**src/rtl/phy_seq_pkg.sv**
```systemverilog
package phy_seq_pkg;

  // strobe positions inside the nibble above the field
  localparam int unsigned STB_CAPA = 0;
  localparam int unsigned STB_CAPD = 1;
  localparam int unsigned STB_WR   = 2;
  localparam int unsigned STB_RD   = 3;
  localparam int unsigned STB_N    = 4;

  typedef enum logic [3:0] {
    ST_IDLE,
    ST_A_SET,
    ST_A_HI,
    ST_A_LO,
    ST_D_SET,
    ST_D_HI,
    ST_D_LO,
    ST_W_HI,
    ST_W_LO,
    ST_R_HI,
    ST_R_LO,
    ST_FIN
  } seq_state_e;

  function automatic logic is_wait(input seq_state_e s);
    return (s == ST_A_HI) || (s == ST_A_LO) || (s == ST_D_HI) || (s == ST_D_LO) ||
           (s == ST_W_HI) || (s == ST_W_LO) || (s == ST_R_HI) || (s == ST_R_LO);
  endfunction

  function automatic logic wait_level(input seq_state_e s);
    return (s == ST_A_HI) || (s == ST_D_HI) || (s == ST_W_HI) || (s == ST_R_HI);
  endfunction

endpackage

```
**src/rtl/phy_seq_poll.sv**
```systemverilog
module phy_seq_poll #(
  parameter int unsigned POLL_LIMIT = 10,
  parameter int unsigned POLL_GAP   = 200
) (
  input  logic clk,
  input  logic rst_n,
  input  logic restart,
  input  logic active,
  input  logic ack,
  input  logic expect_lvl,
  output logic hit,
  output logic expire
);
  localparam int unsigned GAP_W = (POLL_GAP   > 1) ? $clog2(POLL_GAP)   : 1;
  localparam int unsigned CNT_W = (POLL_LIMIT > 1) ? $clog2(POLL_LIMIT) : 1;
  localparam logic [GAP_W-1:0] GAP_LAST  = GAP_W'(POLL_GAP - 1);
  localparam logic [CNT_W-1:0] SAMP_LAST = CNT_W'(POLL_LIMIT - 1);

  logic [GAP_W-1:0] gap_q;
  logic [CNT_W-1:0] samp_q;
  logic             sample_now;

  assign sample_now = active && (gap_q == '0);
  assign hit        = sample_now && (ack == expect_lvl);
  assign expire     = sample_now && (ack != expect_lvl) && (samp_q == SAMP_LAST);

  always_ff @(posedge clk or negedge rst_n) begin
    if (!rst_n) begin
      gap_q  <= '0;
      samp_q <= '0;
    end else if (restart || !active) begin
      gap_q  <= '0;
      samp_q <= '0;
    end else if (gap_q == GAP_LAST) begin
      gap_q  <= '0;
    end else begin
      if (gap_q == '0) samp_q <= samp_q + 1'b1;
      gap_q <= gap_q + 1'b1;
    end
  end
endmodule

```
**src/rtl/phy_seq_fsm.sv**
```systemverilog
module phy_seq_fsm
  import phy_seq_pkg::*;
#(
  parameter int unsigned DATA_W = 16
) (
  input  logic              clk,
  input  logic              rst_n,
  input  logic              req_fire,
  input  logic              req_write,
  input  logic [DATA_W-1:0] req_addr,
  input  logic [DATA_W-1:0] req_wdata,
  input  logic              hit,
  input  logic              expire,
  input  logic [DATA_W-1:0] stat_data,
  output seq_state_e        state_q,
  output logic              restart,
  output logic [DATA_W-1:0] addr_q,
  output logic [DATA_W-1:0] data_q,
  output logic              err_q,
  output logic [DATA_W-1:0] rdata_q
);
  seq_state_e        state_d;
  logic              wr_q;
  logic [DATA_W-1:0] shadow_q;

  always_comb begin
    state_d = state_q;
    if (expire) begin
      state_d = ST_FIN;
    end else begin
      unique case (state_q)
        ST_IDLE:  if (req_fire) state_d = ST_A_SET;
        ST_A_SET: state_d = ST_A_HI;
        ST_A_HI:  if (hit) state_d = ST_A_LO;
        ST_A_LO:  if (hit) state_d = wr_q ? ST_D_SET : ST_R_HI;
        ST_D_SET: state_d = ST_D_HI;
        ST_D_HI:  if (hit) state_d = ST_D_LO;
        ST_D_LO:  if (hit) state_d = ST_W_HI;
        ST_W_HI:  if (hit) state_d = ST_W_LO;
        ST_W_LO:  if (hit) state_d = ST_FIN;
        ST_R_HI:  if (hit) state_d = ST_R_LO;
        ST_R_LO:  if (hit) state_d = ST_FIN;
        ST_FIN:   state_d = ST_IDLE;
        default:  state_d = ST_IDLE;
      endcase
    end
  end

  assign restart = (state_d != state_q);

  always_ff @(posedge clk or negedge rst_n) begin
    if (!rst_n) begin
      state_q  <= ST_IDLE;
      wr_q     <= 1'b0;
      addr_q   <= '0;
      data_q   <= '0;
      err_q    <= 1'b0;
      shadow_q <= '0;
      rdata_q  <= '0;
    end else begin
      state_q <= state_d;
      if (state_q == ST_IDLE && req_fire) begin
        wr_q   <= req_write;
        addr_q <= req_addr;
        data_q <= req_wdata;
        err_q  <= 1'b0;
      end
      if (expire) err_q <= 1'b1;
      if (state_q == ST_R_HI && hit) shadow_q <= stat_data;
      if (state_q == ST_R_LO && hit) rdata_q  <= shadow_q;
    end
  end
endmodule

```
**src/rtl/phy_seq_drive.sv**
```systemverilog
module phy_seq_drive
  import phy_seq_pkg::*;
#(
  parameter int unsigned DATA_W = 16
) (
  input  seq_state_e              state,
  input  logic [DATA_W-1:0]       addr,
  input  logic [DATA_W-1:0]       data,
  output logic [DATA_W+STB_N-1:0] ctrl
);
  logic [STB_N-1:0]  stb;
  logic [DATA_W-1:0] field;

  always_comb begin
    stb   = '0;
    field = '0;
    unique case (state)
      ST_A_SET, ST_A_LO:         field = addr;
      ST_A_HI: begin
        field         = addr;
        stb[STB_CAPA] = 1'b1;
      end
      ST_D_SET, ST_D_LO, ST_W_LO: field = data;
      ST_D_HI: begin
        field         = data;
        stb[STB_CAPD] = 1'b1;
      end
      ST_W_HI: stb[STB_WR] = 1'b1;
      ST_R_HI: stb[STB_RD] = 1'b1;
      default: begin
        stb   = '0;
        field = '0;
      end
    endcase
  end

  assign ctrl = {stb, field};
endmodule

```
**src/rtl/phy_reg_seq.sv**
```systemverilog
module phy_reg_seq
  import phy_seq_pkg::*;
#(
  parameter int unsigned DATA_W     = 16,
  parameter int unsigned POLL_LIMIT = 10,
  parameter int unsigned POLL_GAP   = 200
) (
  input  logic              clk,
  input  logic              rst_n,
  input  logic              req_valid,
  output logic              req_ready,
  input  logic              req_write,
  input  logic [DATA_W-1:0] req_addr,
  input  logic [DATA_W-1:0] req_wdata,
  output logic              rsp_valid,
  output logic              rsp_timeout,
  output logic [DATA_W-1:0] rsp_rdata,
  output logic [DATA_W+3:0] phy_ctrl,
  input  logic [DATA_W:0]   phy_stat
);
  seq_state_e        state;
  logic              restart, hit, expire, err;
  logic [DATA_W-1:0] addr, data;

  assign req_ready   = (state == ST_IDLE);
  assign rsp_valid   = (state == ST_FIN);
  assign rsp_timeout = rsp_valid && err;

  phy_seq_fsm #(.DATA_W(DATA_W)) u_fsm (
    .clk       (clk),
    .rst_n     (rst_n),
    .req_fire  (req_valid && req_ready),
    .req_write (req_write),
    .req_addr  (req_addr),
    .req_wdata (req_wdata),
    .hit       (hit),
    .expire    (expire),
    .stat_data (phy_stat[DATA_W-1:0]),
    .state_q   (state),
    .restart   (restart),
    .addr_q    (addr),
    .data_q    (data),
    .err_q     (err),
    .rdata_q   (rsp_rdata)
  );

  phy_seq_poll #(.POLL_LIMIT(POLL_LIMIT), .POLL_GAP(POLL_GAP)) u_poll (
    .clk        (clk),
    .rst_n      (rst_n),
    .restart    (restart),
    .active     (is_wait(state)),
    .ack        (phy_stat[DATA_W]),
    .expect_lvl (wait_level(state)),
    .hit        (hit),
    .expire     (expire)
  );

  phy_seq_drive #(.DATA_W(DATA_W)) u_drive (
    .state (state),
    .addr  (addr),
    .data  (data),
    .ctrl  (phy_ctrl)
  );
endmodule

```
**config.mk**
```make
export PLATFORM = sky130hd
export DESIGN_NAME = phy_reg_seq
export DESIGN_NICKNAME = d
export VERILOG_FILES = /design/src/rtl/phy_seq_pkg.sv /design/src/rtl/phy_seq_poll.sv /design/src/rtl/phy_seq_fsm.sv /design/src/rtl/phy_seq_drive.sv /design/src/rtl/phy_reg_seq.sv
export SDC_FILE = /design/constraint.sdc
export NUM_CORES = 1
export LEC_CHECK = 0
export BUFFER_PORTS_ARGS = -buffer_cell sky130_fd_sc_hd__buf_2
export CORE_UTILIZATION = 55
export CTS_CLUSTER_SIZE = 8
export DETAILED_ROUTE_END_ITERATION = 8
export PLACE_DENSITY = 0.81
export SLEW_MARGIN = 20
export SYNTH_ARGS = -nofsm -noshare
export SYNTH_HDL_FRONTEND = slang
export SYNTH_SLANG_ARGS = --single-unit
export TNS_END_PERCENT = 50
```
**constraint.sdc**
```tcl
create_clock -name clk -period 5.2 [get_ports clk]
set_clock_uncertainty 0.1 [all_clocks]
set_input_delay 0.26 -clock clk [delete_from_list [all_inputs] [get_ports clk]]
set_output_delay 0.26 -clock clk [all_outputs]
set_load 0.01 [all_outputs]
```
==> Word-level counts from Yosys, hierarchy flattened <==
Index checks and enable logic that the tools add are counted.
W data, S select, Z words.
{ "word_totals": {"reg_bits": 82, "latchBits": 0, "ram_bits": 0, "rom_bits": 0, "out_inout_bits": 39, "mem_count": 0} }
{ "classes": {"add_sub_neg": 2, "n_mul": 0, "n_div": 0, "order_cmp": 0, "n_eq_ne": 17, "shift": 0, "mux": 23, "n_bitwise": 0, "reduce_logical": 29} }
{ "op_table": {"columns": ["operator", "count"], "rows": [
  ["$mux W4", 13],
  ["$pmux W4 S10", 1],
  ["$pmux W16 S2", 1],
  ["$eq A4 B4 Y1 const B", 5],
  ["$eq A4 B3 Y1 const B", 4],
  ["$mux W8", 2],
  ["$logic_or A1 B1 Y1", 11],
  ["$logic_and A1 B1 Y1", 9],
  ["$add A8 B1 Y8 const B", 1],
  ["$eq A4 B2 Y1 const B", 2],
  ["$eq A8 B8 Y1 const B", 1],
  ["$logic_not A8 Y1", 1],
  ["$mux W1", 6],
  ["$add A4 B1 Y4 const B", 1],
  ["$eq A4 B1 Y1 const B", 1],
  ["$logic_not A4 Y1", 1],
  ["$ne A4 B4 Y1", 1],
  ["$reduce_bool A2 Y1", 2],
  ["$reduce_or A4 Y1", 1],
  ["$reduce_or A3 Y1", 1],
  ["$ne A2 B1 Y1 const B", 1],
  ["$reduce_and A2 Y1", 1],
  ["$reduce_or A2 Y1", 1],
  ["$eq A1 B1 Y1", 1],
  ["2 further kinds", 2]
]} }

==> Depth between registers and ports, before layout <==
Gate-level depths: netlist of run 1.
{ "logic_depth": {"word_depth": 17, "ltp_mapped": 9} }

==> Cells and area by module <==
Synthesis of run 1 repeated with hierarchy kept, for this count alone.
{ "unflattened": {"hier_cells": 354, "area_unflattened_um2": 4191.5} }
{ "by_module_without_submodules": {"columns": ["mod", "instances", "cells_per_inst", "area_per_inst_um2", "seq_area_each_um2"], "rows": [
  ["phy_seq_fsm", 1, 190, 2839.0, 1751.7],
  ["phy_seq_poll", 1, 70, 659.4, 300.3],
  ["phy_seq_drive", 1, 83, 610.6, 0.0],
  ["phy_reg_seq", 1, 11, 82.6, 0.0]
]} }

==> Worst setup path after synthesis of run 1 <==
No wires, ideal clock.
{ "synth_path": {"kind": "reg-to-reg", "startpoint": "reg u_fsm.state_q[1]", "endpoint": "reg u_fsm.shadow_q[11]", "t_arrival_ns": 2.382, "required_time_ns": 4.975, "path_slack_ns": 2.593, "stages_incl_launch_ff": 8, "n_path_buf": 2, "synth_period_minus_slack_ns": 2.607, "cell_sequence": "dfrtp_1 nor4bb_4 nor4_4 nor4_4 o21a_1 buf_2 buf_4 mux2_2"} }
{ "synth_via": {"elab_chain_len": 11, "elab_cells_between_ends": 22} }
{ "synth_lines": {"columns": ["item", "line_no", "text"], "rows": [
  ["start: declaration", "phy_seq_fsm.sv:15", "output seq_state_e state_q,"],
  ["start signal: assignment", "phy_seq_fsm.sv:61", "state_q <= state_d;"],
  ["$eq A4 B2 Y1, on equally long branches", "phy_seq_pkg.sv:26, phy_seq_pkg.sv:31", null],
  ["$logic_or A1 B1 Y1 (4 in series)", "phy_seq_pkg.sv:26", "return (s == ST_A_HI) || (s == ST_A_LO) || (s == ST_D_HI) || (s == ST_D_LO) ||"],
  ["$logic_or A1 B1 Y1 (3 in series)", "phy_seq_pkg.sv:27", "(s == ST_W_HI) || (s == ST_W_LO) || (s == ST_R_HI) || (s == ST_R_LO);"],
  ["$logic_and A1 B1 Y1", "phy_seq_poll.sv:23", "assign sample_now = active && (gap_q == '0);"],
  ["$logic_and A1 B1 Y1", "phy_seq_poll.sv:24", "assign hit = sample_now && (ack == expect_lvl);"],
  ["$logic_and A1 B1 Y1 (*)", "phy_seq_fsm.sv:69", "if (state_q == ST_R_HI && hit) shadow_q <= stat_data;"],
  ["end signal: assignment", "phy_seq_fsm.sv:69", null],
  ["end: declaration", "phy_seq_fsm.sv:24", "logic [DATA_W-1:0] shadow_q;"]
]} }
Every way passes the cells marked *; elsewhere a longest branch is shown, timed or not.
A chain may end at the register's enable or synchronous reset.

==> Worst setup path after layout of run 1 <==
{ "layout_path": {"startpoint": "reg u_fsm.state_q[1]", "endpoint": "reg u_fsm.shadow_q[5]"} }
The elaborated chain is that of the path after synthesis.

==> parameters.txt, run 1 <==
Parameter                              Value

Status
  Run status    finished, final reports clean

Pwr
  Clk pwr share    0.169
  Switching power as a share of total power    0.374
  Combinational group share of total power    0.442
  Worst VDD drop    0.000368 V
  Reg power frac    0.390
  Leakage power figure    2.25 nW
  Switching power total    0.00106 W
  Cell Int Power    0.00177 W
  Power per Cell Area    601 mW/mm²

Finish
  Area growth, synth to finish    19.0%
  Antenna diode count    0
  Layout cell share with drive strength beyond 1    0.455
  Fill cells    523
  Area of all placed cells without fillers    0.00470 mm²
  Post-Layout Cell Count    505
  Total Nets Final    461

Drt
  Detailed Route Iter0 Violations    189
  Total DRC errors in the routed layout    0
  Routed Wire Length    8030 µm
  Iteration count of the initial detailed-routing pass    4
  Wirelength per Cell    15.9 µm
  Detailed-route via count    2,822
  Mean number of vias per cell    5.59
  Post-route antenna net violation count    0

Synthesis
  Synth cell types    52
  Share of synthesized area occupied by flip-flops and latches    0.519
  Syn avg cell area    12.5 µm²
  Commonest register cell after synthesis    sky130_fd_sc_hd__dfrtp_1
  Most frequent cell after synthesis    sky130_fd_sc_hd__dfrtp_1
  Mapped Cells    315
  Yosys warnings    0
  Number of synthesized register bits    82
  Cell type contributing the most total cell area after synthesis    sky130_fd_sc_hd__dfrtp_1
  Number of enable flip-flop cells after synthesis    0
  Synthesized area    0.00395 mm²
  Commonest cells in the synthesized netlist    sky130_fd_sc_hd__dfrtp_1, sky130_fd_sc_hd__mux2_2, sky130_fd_sc_hd__nor2_1
  Share of synthesized flip-flops with an asynchronous set or reset    1.00
  Share of Yosys cell area claimed by the top area cell type    0.519
  Area contributors post-synth    sky130_fd_sc_hd__dfrtp_1, sky130_fd_sc_hd__mux2_2, sky130_fd_sc_hd__a22o_1
  Number of nets in the synthesized netlist    372

Placed design
  Post-Place Worst Slack    1.87 ns
  Placed Area    0.00448 mm²
  Placed wire-length estimate after detailed placement    5610 µm
  Number of buffers inserted by port buffering    91
  Routability congestion estimate from global placement    0.881
  Placed cell count    488

Critical path
  Library cell contributing the largest single delay on the critical path    sky130_fd_sc_hd__dfrtp_1
  Worst setup SP type    flip-flop
  Category of the worst setup path capture point    flip-flop
  Largest fanout on the critical path    25
  CP bufs+invs    0
  Type of the setup path with the least slack    reg -> reg
  Worst endpoint data arrival time    3.46 ns
  CP delay by family, top    simple AND/OR/NAND/NOR gates
  Required time worst endpoint    5.32 ns
  Crit path top cell by count    sky130_fd_sc_hd__nor4_4
  Peak per-stage delay on the critical path    0.90 ns
  Cell breakdown of the critical path    nor4b_4, nor4_4, nor4_4, o21a_1, mux2_2

STA
  Final setup vio count    0
  Fin Setup TNS    0 ns
  Transition time at the pin with the least slew margin    0.843 ns
  Number of max-slew violations in the final report    0
  Min Tclk post-route    3.34 ns
  Highest clock frequency the design can meet    299 MHz
  Worst slew slack as a fraction of its limit    0.438
  Setup repair after global routing missed its margin    no
  Post-Route Hold Slack    0.0331 ns
  Fin worst setup slack    1.86 ns
  Final clock period utilization by the worst path    0.642
  Hold violation count in the final report    0

CTS
  Buffers inserted during post-CTS setup optimization    0
  CTS tree    built
  Number of sinks on the clock net    82
  Clock tree buffer depth    2
  Clock Pin Slew Worst Setup and Hold Paths    0.09 ns
  Later-pin clock latency in the skew report    0.34 ns
  Number of gates resized after cts    0
  CTS Root Buffer Type    sky130_fd_sc_hd__clkbuf_8
  Max H-tree Level    3
  Cts bufs inserted    9

Die
  Num ports    92
  Effective utilization at floorplan    0.575
  Die ar.    0.00753 mm²
  Die height    86.8 µm
  Row count    30
  Floorplan Core Area    0.00687 mm²
  Die extent in x    86.8 µm

Global routing
  Via count of the first global-routing pass    2,783
  Pin count of the biggest net entering global routing    83
  Global route total overflow    0
  Aggregate global-route resource usage    0.230
  Global-route wire length before repair    13,300 µm
  Antenna violations before repair    0

Job
  Max-Cap Viols    0

Worst hold path
  Path category of the worst min-delay check    in -> reg
[layout by cell type, fill, tap and decap left out, types with 3 or more instances in the layout]
cell type / netlist / final
sky130_fd_sc_hd__clkbuf_8: 0 / 10
sky130_fd_sc_hd__nand3_1: 4 / 4
sky130_fd_sc_hd__dfrtp_1: 82 / 82
sky130_fd_sc_hd__nor2_1: 18 / 17
sky130_fd_sc_hd__o2111ai_1: 3 / 3
sky130_fd_sc_hd__o21ai_0: 7 / 7
sky130_fd_sc_hd__ha_1: 4 / 4
sky130_fd_sc_hd__nand2_1: 16 / 16
sky130_fd_sc_hd__xnor2_1: 4 / 4
sky130_fd_sc_hd__and3_1: 5 / 5
sky130_fd_sc_hd__a22o_1: 16 / 16
sky130_fd_sc_hd__buf_2: 3 / 90
sky130_fd_sc_hd__nor3_1: 14 / 14
sky130_fd_sc_hd__mux2_1: 3 / 3
sky130_fd_sc_hd__xor2_1: 6 / 6
sky130_fd_sc_hd__mux2_2: 62 / 62
sky130_fd_sc_hd__o211ai_1: 3 / 3
sky130_fd_sc_hd__inv_1: 7 / 7
sky130_fd_sc_hd__and2_1: 4 / 4
[metal layers]
layer | global-route usage | part of all wire
met1 | 0.313 | 0.45
met2 | 0.361 | 0.49
met3 | 0.0476 | 0.049
met4 | 0.0970 | 0.016
met5 | 0 | 0
[power groups by stage]
stage                     registers (W)  clock network, W  logic (W)
final                           0.00110          0.000476    0.00125
after global routing            0.00114          0.000507    0.00135
after CTS                       0.00110          0.000483    0.00125
after detailed placement        0.00111                 0    0.00125
after global placement          0.00109                 0    0.00121
after floorplan                 0.00104                 0   0.000946
[worst register-to-register path, cell delays in order (launching register included)]
cell and delay [ns]:
sky130_fd_sc_hd__dfrtp_1 0.90, sky130_fd_sc_hd__nor4b_4 0.49, sky130_fd_sc_hd__nor4_4 0.14, sky130_fd_sc_hd__nor4_4 0.52, sky130_fd_sc_hd__o21a_1 0.65, sky130_fd_sc_hd__mux2_2 0.42
[worst paths after layout]
check | slack [ns] | cells after the start | startpoint | end
min in group asynchronous | 0.40 | 2 | rst_n | u_fsm.data_q[15]
min | 0.03 | 2 | phy_stat[9] | u_fsm.shadow_q[9]
max | 1.86 | 5 | u_fsm.state_q[1] | u_fsm.shadow_q[5]
min reg2reg | 0.38 | 2 | u_fsm.err_q | u_fsm.err_q
max reg2reg | 1.86 | 5 | u_fsm.state_q[1] | u_fsm.shadow_q[5]
max in group asynchronous | 4.07 | 2 | rst_n | u_poll.gap_q[0]
[layout make-up]
type | count | area, µm² | share of cell area
timing repair buffer | 94 | 487 | 0.103
sequential | 82 | 2050 | 0.436
clock inverter | 6 | 71.3 | 0.0152
tap | 96 | 120 | 0.0255
multi-input combinational | 210 | 1810 | 0.385
inverter | 7 | 26.3 | 0.00559
clock buffer | 10 | 138 | 0.0293
[metrics by stage]
step | total power, W | util
floorplan | 0.00199 | -
global placement | 0.00230 | 0.652
CTS | 0.00284 | 0.683
finish | 0.00282 | 0.685
global route | 0.00300 | 0.685
detailed placement | 0.00236 | 0.652
[what timing repair did]
item                       CTS  global route
hold endpoints to repair     0            82
setup endpoints to repair    0             0
hold buffers                 0             1
[sequential cells by signal, summed over array words and instances (netlist names), 4 cells and up]
register,flops
u_fsm.addr_q,16
u_fsm.data_q,16
u_fsm.rdata_q,16
u_fsm.shadow_q,16
u_fsm.state_q,4
u_poll.gap_q,8
u_poll.samp_q,4
[kinds of logic (layout without fill, tap and decap cells)]
logic type,count (synthesis),in the layout,share of synthesized area
simple gates,83,83,0.128
flops,82,82,0.519
mux,67,67,0.190
compound gates,46,46,0.104
buf+inv,23,117,0.0237
xor+xnor,10,10,0.0222
fa+ha+maj,4,4,0.0127
(Power assumes the default switching activity.)
==> inputs of run 2 (changes only) <==
--- a/config.mk
+++ b/config.mk
@@ -6,10 +6,10 @@
 export NUM_CORES = 1
 export LEC_CHECK = 0
 export BUFFER_PORTS_ARGS = -buffer_cell sky130_fd_sc_hd__buf_2
-export CORE_UTILIZATION = 55
+export CORE_UTILIZATION = 49
 export CTS_CLUSTER_SIZE = 8
 export DETAILED_ROUTE_END_ITERATION = 8
-export PLACE_DENSITY = 0.81
+export PLACE_DENSITY = 0.77
 export SLEW_MARGIN = 20
 export SYNTH_ARGS = -nofsm -noshare
 export SYNTH_HDL_FRONTEND = slang
==> constraint.sdc (replaced) <==
create_clock -name clk -period 3 [get_ports clk]
set_clock_uncertainty 0.1 [all_clocks]
set_input_delay 0.15 -clock clk [delete_from_list [all_inputs] [get_ports clk]]
set_output_delay 0.15 -clock clk [all_outputs]
set_load 0.01 [all_outputs]
==> parameters.txt, run 2 (synthesized netlist as in run 1, its figures left out) <==
Parameter                              Value

Status
  Run status    finished, final reports clean

Global routing
  Pin count of the biggest net entering global routing    83 (unchanged)
  Aggregate global-route resource usage    0.230 (about the same)
  Antenna violations before repair    0 (unchanged)
  Global route total overflow    0 (unchanged)
  Global-route wire length before repair    15,200 µm (+14%)
  Via count of the first global-routing pass    3,183 (+14%)

Die
  Num ports    92 (unchanged)
  Floorplan Core Area    0.00777 mm² (+13%)
  Die ar.    0.00843 mm² (+12%)
  Die height    91.8 µm (+5.8%)
  Effective utilization at floorplan    0.509 (-0.0666)
  Row count    32 (+6.7%)
  Die extent in x    91.8 µm (+5.8%)

Finish
  Area growth, synth to finish    34.0%
  Commonest non-fill, non-tap cell in the layout    sky130_fd_sc_hd__buf_2
  Total Nets Final    522 (+13%)
  Antenna diode count    0 (unchanged)
  Area of all placed cells without fillers    0.00530 mm² (+13%)
  Most frequent cells in the layout    sky130_fd_sc_hd__buf_2, sky130_fd_sc_hd__dfrtp_1, sky130_fd_sc_hd__mux2_2
  Fill cells    575 (+9.9%)
  Layout cell share with drive strength beyond 1    0.419 (-0.0356)

STA
  Transition time at the pin with the least slew margin    0.747 ns (-0.0956 ns)
  Worst slew slack as a fraction of its limit    0.502 (+0.0637)
  Fin worst setup slack    0.260 ns (-1.60 ns)
  Final setup vio count    0 (unchanged)
  Final clock period utilization by the worst path    0.913 (+0.271)
  Highest clock frequency the design can meet    365 MHz (+22%)
  Fin Setup TNS    0 ns (unchanged)
  Number of max-slew violations in the final report    0 (unchanged)
  Setup repair after global routing missed its margin    no
  Min Tclk post-route    2.74 ns (-0.600 ns)
  Hold violation count in the final report    0 (unchanged)

CTS
  Buffers inserted during post-CTS setup optimization    0 (unchanged)
  CTS Root Buffer Type    sky130_fd_sc_hd__clkbuf_8
  CTS tree    built
  Later-pin clock latency in the skew report    0.35 ns (about the same)
  Clock Pin Slew Worst Setup and Hold Paths    0.08 ns (about the same)
  Number of sinks on the clock net    82 (unchanged)
  Cts bufs inserted    9 (unchanged)
  Clock tree buffer depth    2 (unchanged)
  Max H-tree Level    3 (unchanged)

Drt
  Detailed Route Iter0 Violations    189 (unchanged)
  Post-route antenna net violation count    0 (unchanged)
  Routed Wire Length    9090 µm (+13%)
  Total DRC errors in the routed layout    0 (unchanged)
  Detailed-route via count    3,114 (+10%)
  Mean number of vias per cell    5.44 (-2.6%)
  Iteration count of the initial detailed-routing pass    4 (unchanged)
  Wirelength per Cell    15.9 µm (-0.13%)

Critical path
  Worst setup SP type    flip-flop
  Required time worst endpoint    3.14 ns (-2.18 ns)
  Worst endpoint data arrival time    2.88 ns (-0.58 ns)
  Largest fanout on the critical path    17 (-32%)
  Type of the setup path with the least slack    reg -> reg
  Category of the worst setup path capture point    flip-flop

Placed design
  Placed Area    0.00459 mm² (+2.4%)
  Placed wire-length estimate after detailed placement    5790 µm (+3.3%)
  Number of buffers inserted by port buffering    91 (unchanged)
  Routability congestion estimate from global placement    0.850 (-3.5%)
  Post-Place Worst Slack    0.173 ns (-1.69 ns)

Job
  Max-Cap Viols    0 (unchanged)

Pwr
  Power per Cell Area    957 mW/mm² (+59%)
  Leakage power figure    2.52 nW (+12%)
  Worst VDD drop    0.000520 V (+41%)

Worst hold path
  Path category of the worst min-delay check    in -> reg
-- run 2: changes by cell type in the layout (fill, tap and decap cells not counted) --
cell,delta
sky130_fd_sc_hd__nor2_1,+1
sky130_fd_sc_hd__dfrtp_1,-1
sky130_fd_sc_hd__nor2_2,-1
sky130_fd_sc_hd__buf_4,+11
sky130_fd_sc_hd__buf_12,+1
sky130_fd_sc_hd__dlygate4sd3_1,+49
sky130_fd_sc_hd__clkinvlp_4,-1
sky130_fd_sc_hd__clkinv_4,-1
sky130_fd_sc_hd__dfrtp_2,+1
sky130_fd_sc_hd__clkinv_2,+1
sky130_fd_sc_hd__clkbuf_1,+1
-- run 2: path summary, 6_finish.rpt --
| check | from | end | slack (ns) | cells past startpoint |
|---|---|---|---|---|
| max reg2reg | u_fsm.state_q[2] | u_poll.samp_q[1] | 0.26 | 6 |
| max | u_fsm.state_q[2] | u_poll.samp_q[1] | 0.26 | 6 |
| min reg2reg | u_fsm.err_q | u_fsm.err_q | 0.38 | 2 |
| max in group asynchronous | rst_n | u_fsm.state_q[2] | 1.97 | 2 |
| min in group asynchronous | rst_n | u_fsm.addr_q[15] | 0.28 | 2 |
| min | req_valid | u_fsm.state_q[0] | 0.13 | 4 |
-- run 2: power breakdown --
group          switching (W)  internal (W)  leakage, nW
clock               0.000408      0.000413        0.100
combinational        0.00118       0.00122         1.39
sequential          0.000282       0.00156         1.03
total                0.00187       0.00320         2.52
-- run 2: worst max-delay path: stages (launching register included) --
cell	delay, ns
sky130_fd_sc_hd__dfrtp_2	0.53
sky130_fd_sc_hd__nor4bb_4	0.49
sky130_fd_sc_hd__o31a_4	0.27
sky130_fd_sc_hd__o211ai_1	0.09
sky130_fd_sc_hd__a311o_1	0.37
sky130_fd_sc_hd__a311o_2	0.45
sky130_fd_sc_hd__a2111oi_4	0.33
-- run 2: layer usage --
metal	global-route usage	wire (µm)
met2	0.380	4570
met3	0.0614	440
met1	0.291	3890
met4	0.0833	184
met5	0	0
-- run 2: cell type report --
class	count	area, µm²	share of cell area
Tap cell	102	128	0.0241
Multi-Input combinational cell	210	1810	0.341
Clock inverter	5	60.1	0.0113
Inverter	7	26.3	0.00496
Sequential cell	82	2050	0.388
Timing Repair Buffer	155	1080	0.204
Clock buffer	11	141	0.0267
-- run 2: per-stage QoR --
stage	std cells	power, W	hold slack, ns	utilization
floorplan	315	0.00345	-0.246	-
global placement	506	0.00412	0.266	0.591
detailed placement	506	0.00420	0.270	0.591
CTS	572	0.00508	0.127	0.681
global route	572	0.00540	0.175	0.682
finish	572	0.00507	0.133	0.682
-- run 2: timing repair --
item,in CTS,in global routing
hold endpoints to repair,131,0
endpoints found under the setup margin,0,1
hold buffers,50,0
resized for setup,0,1
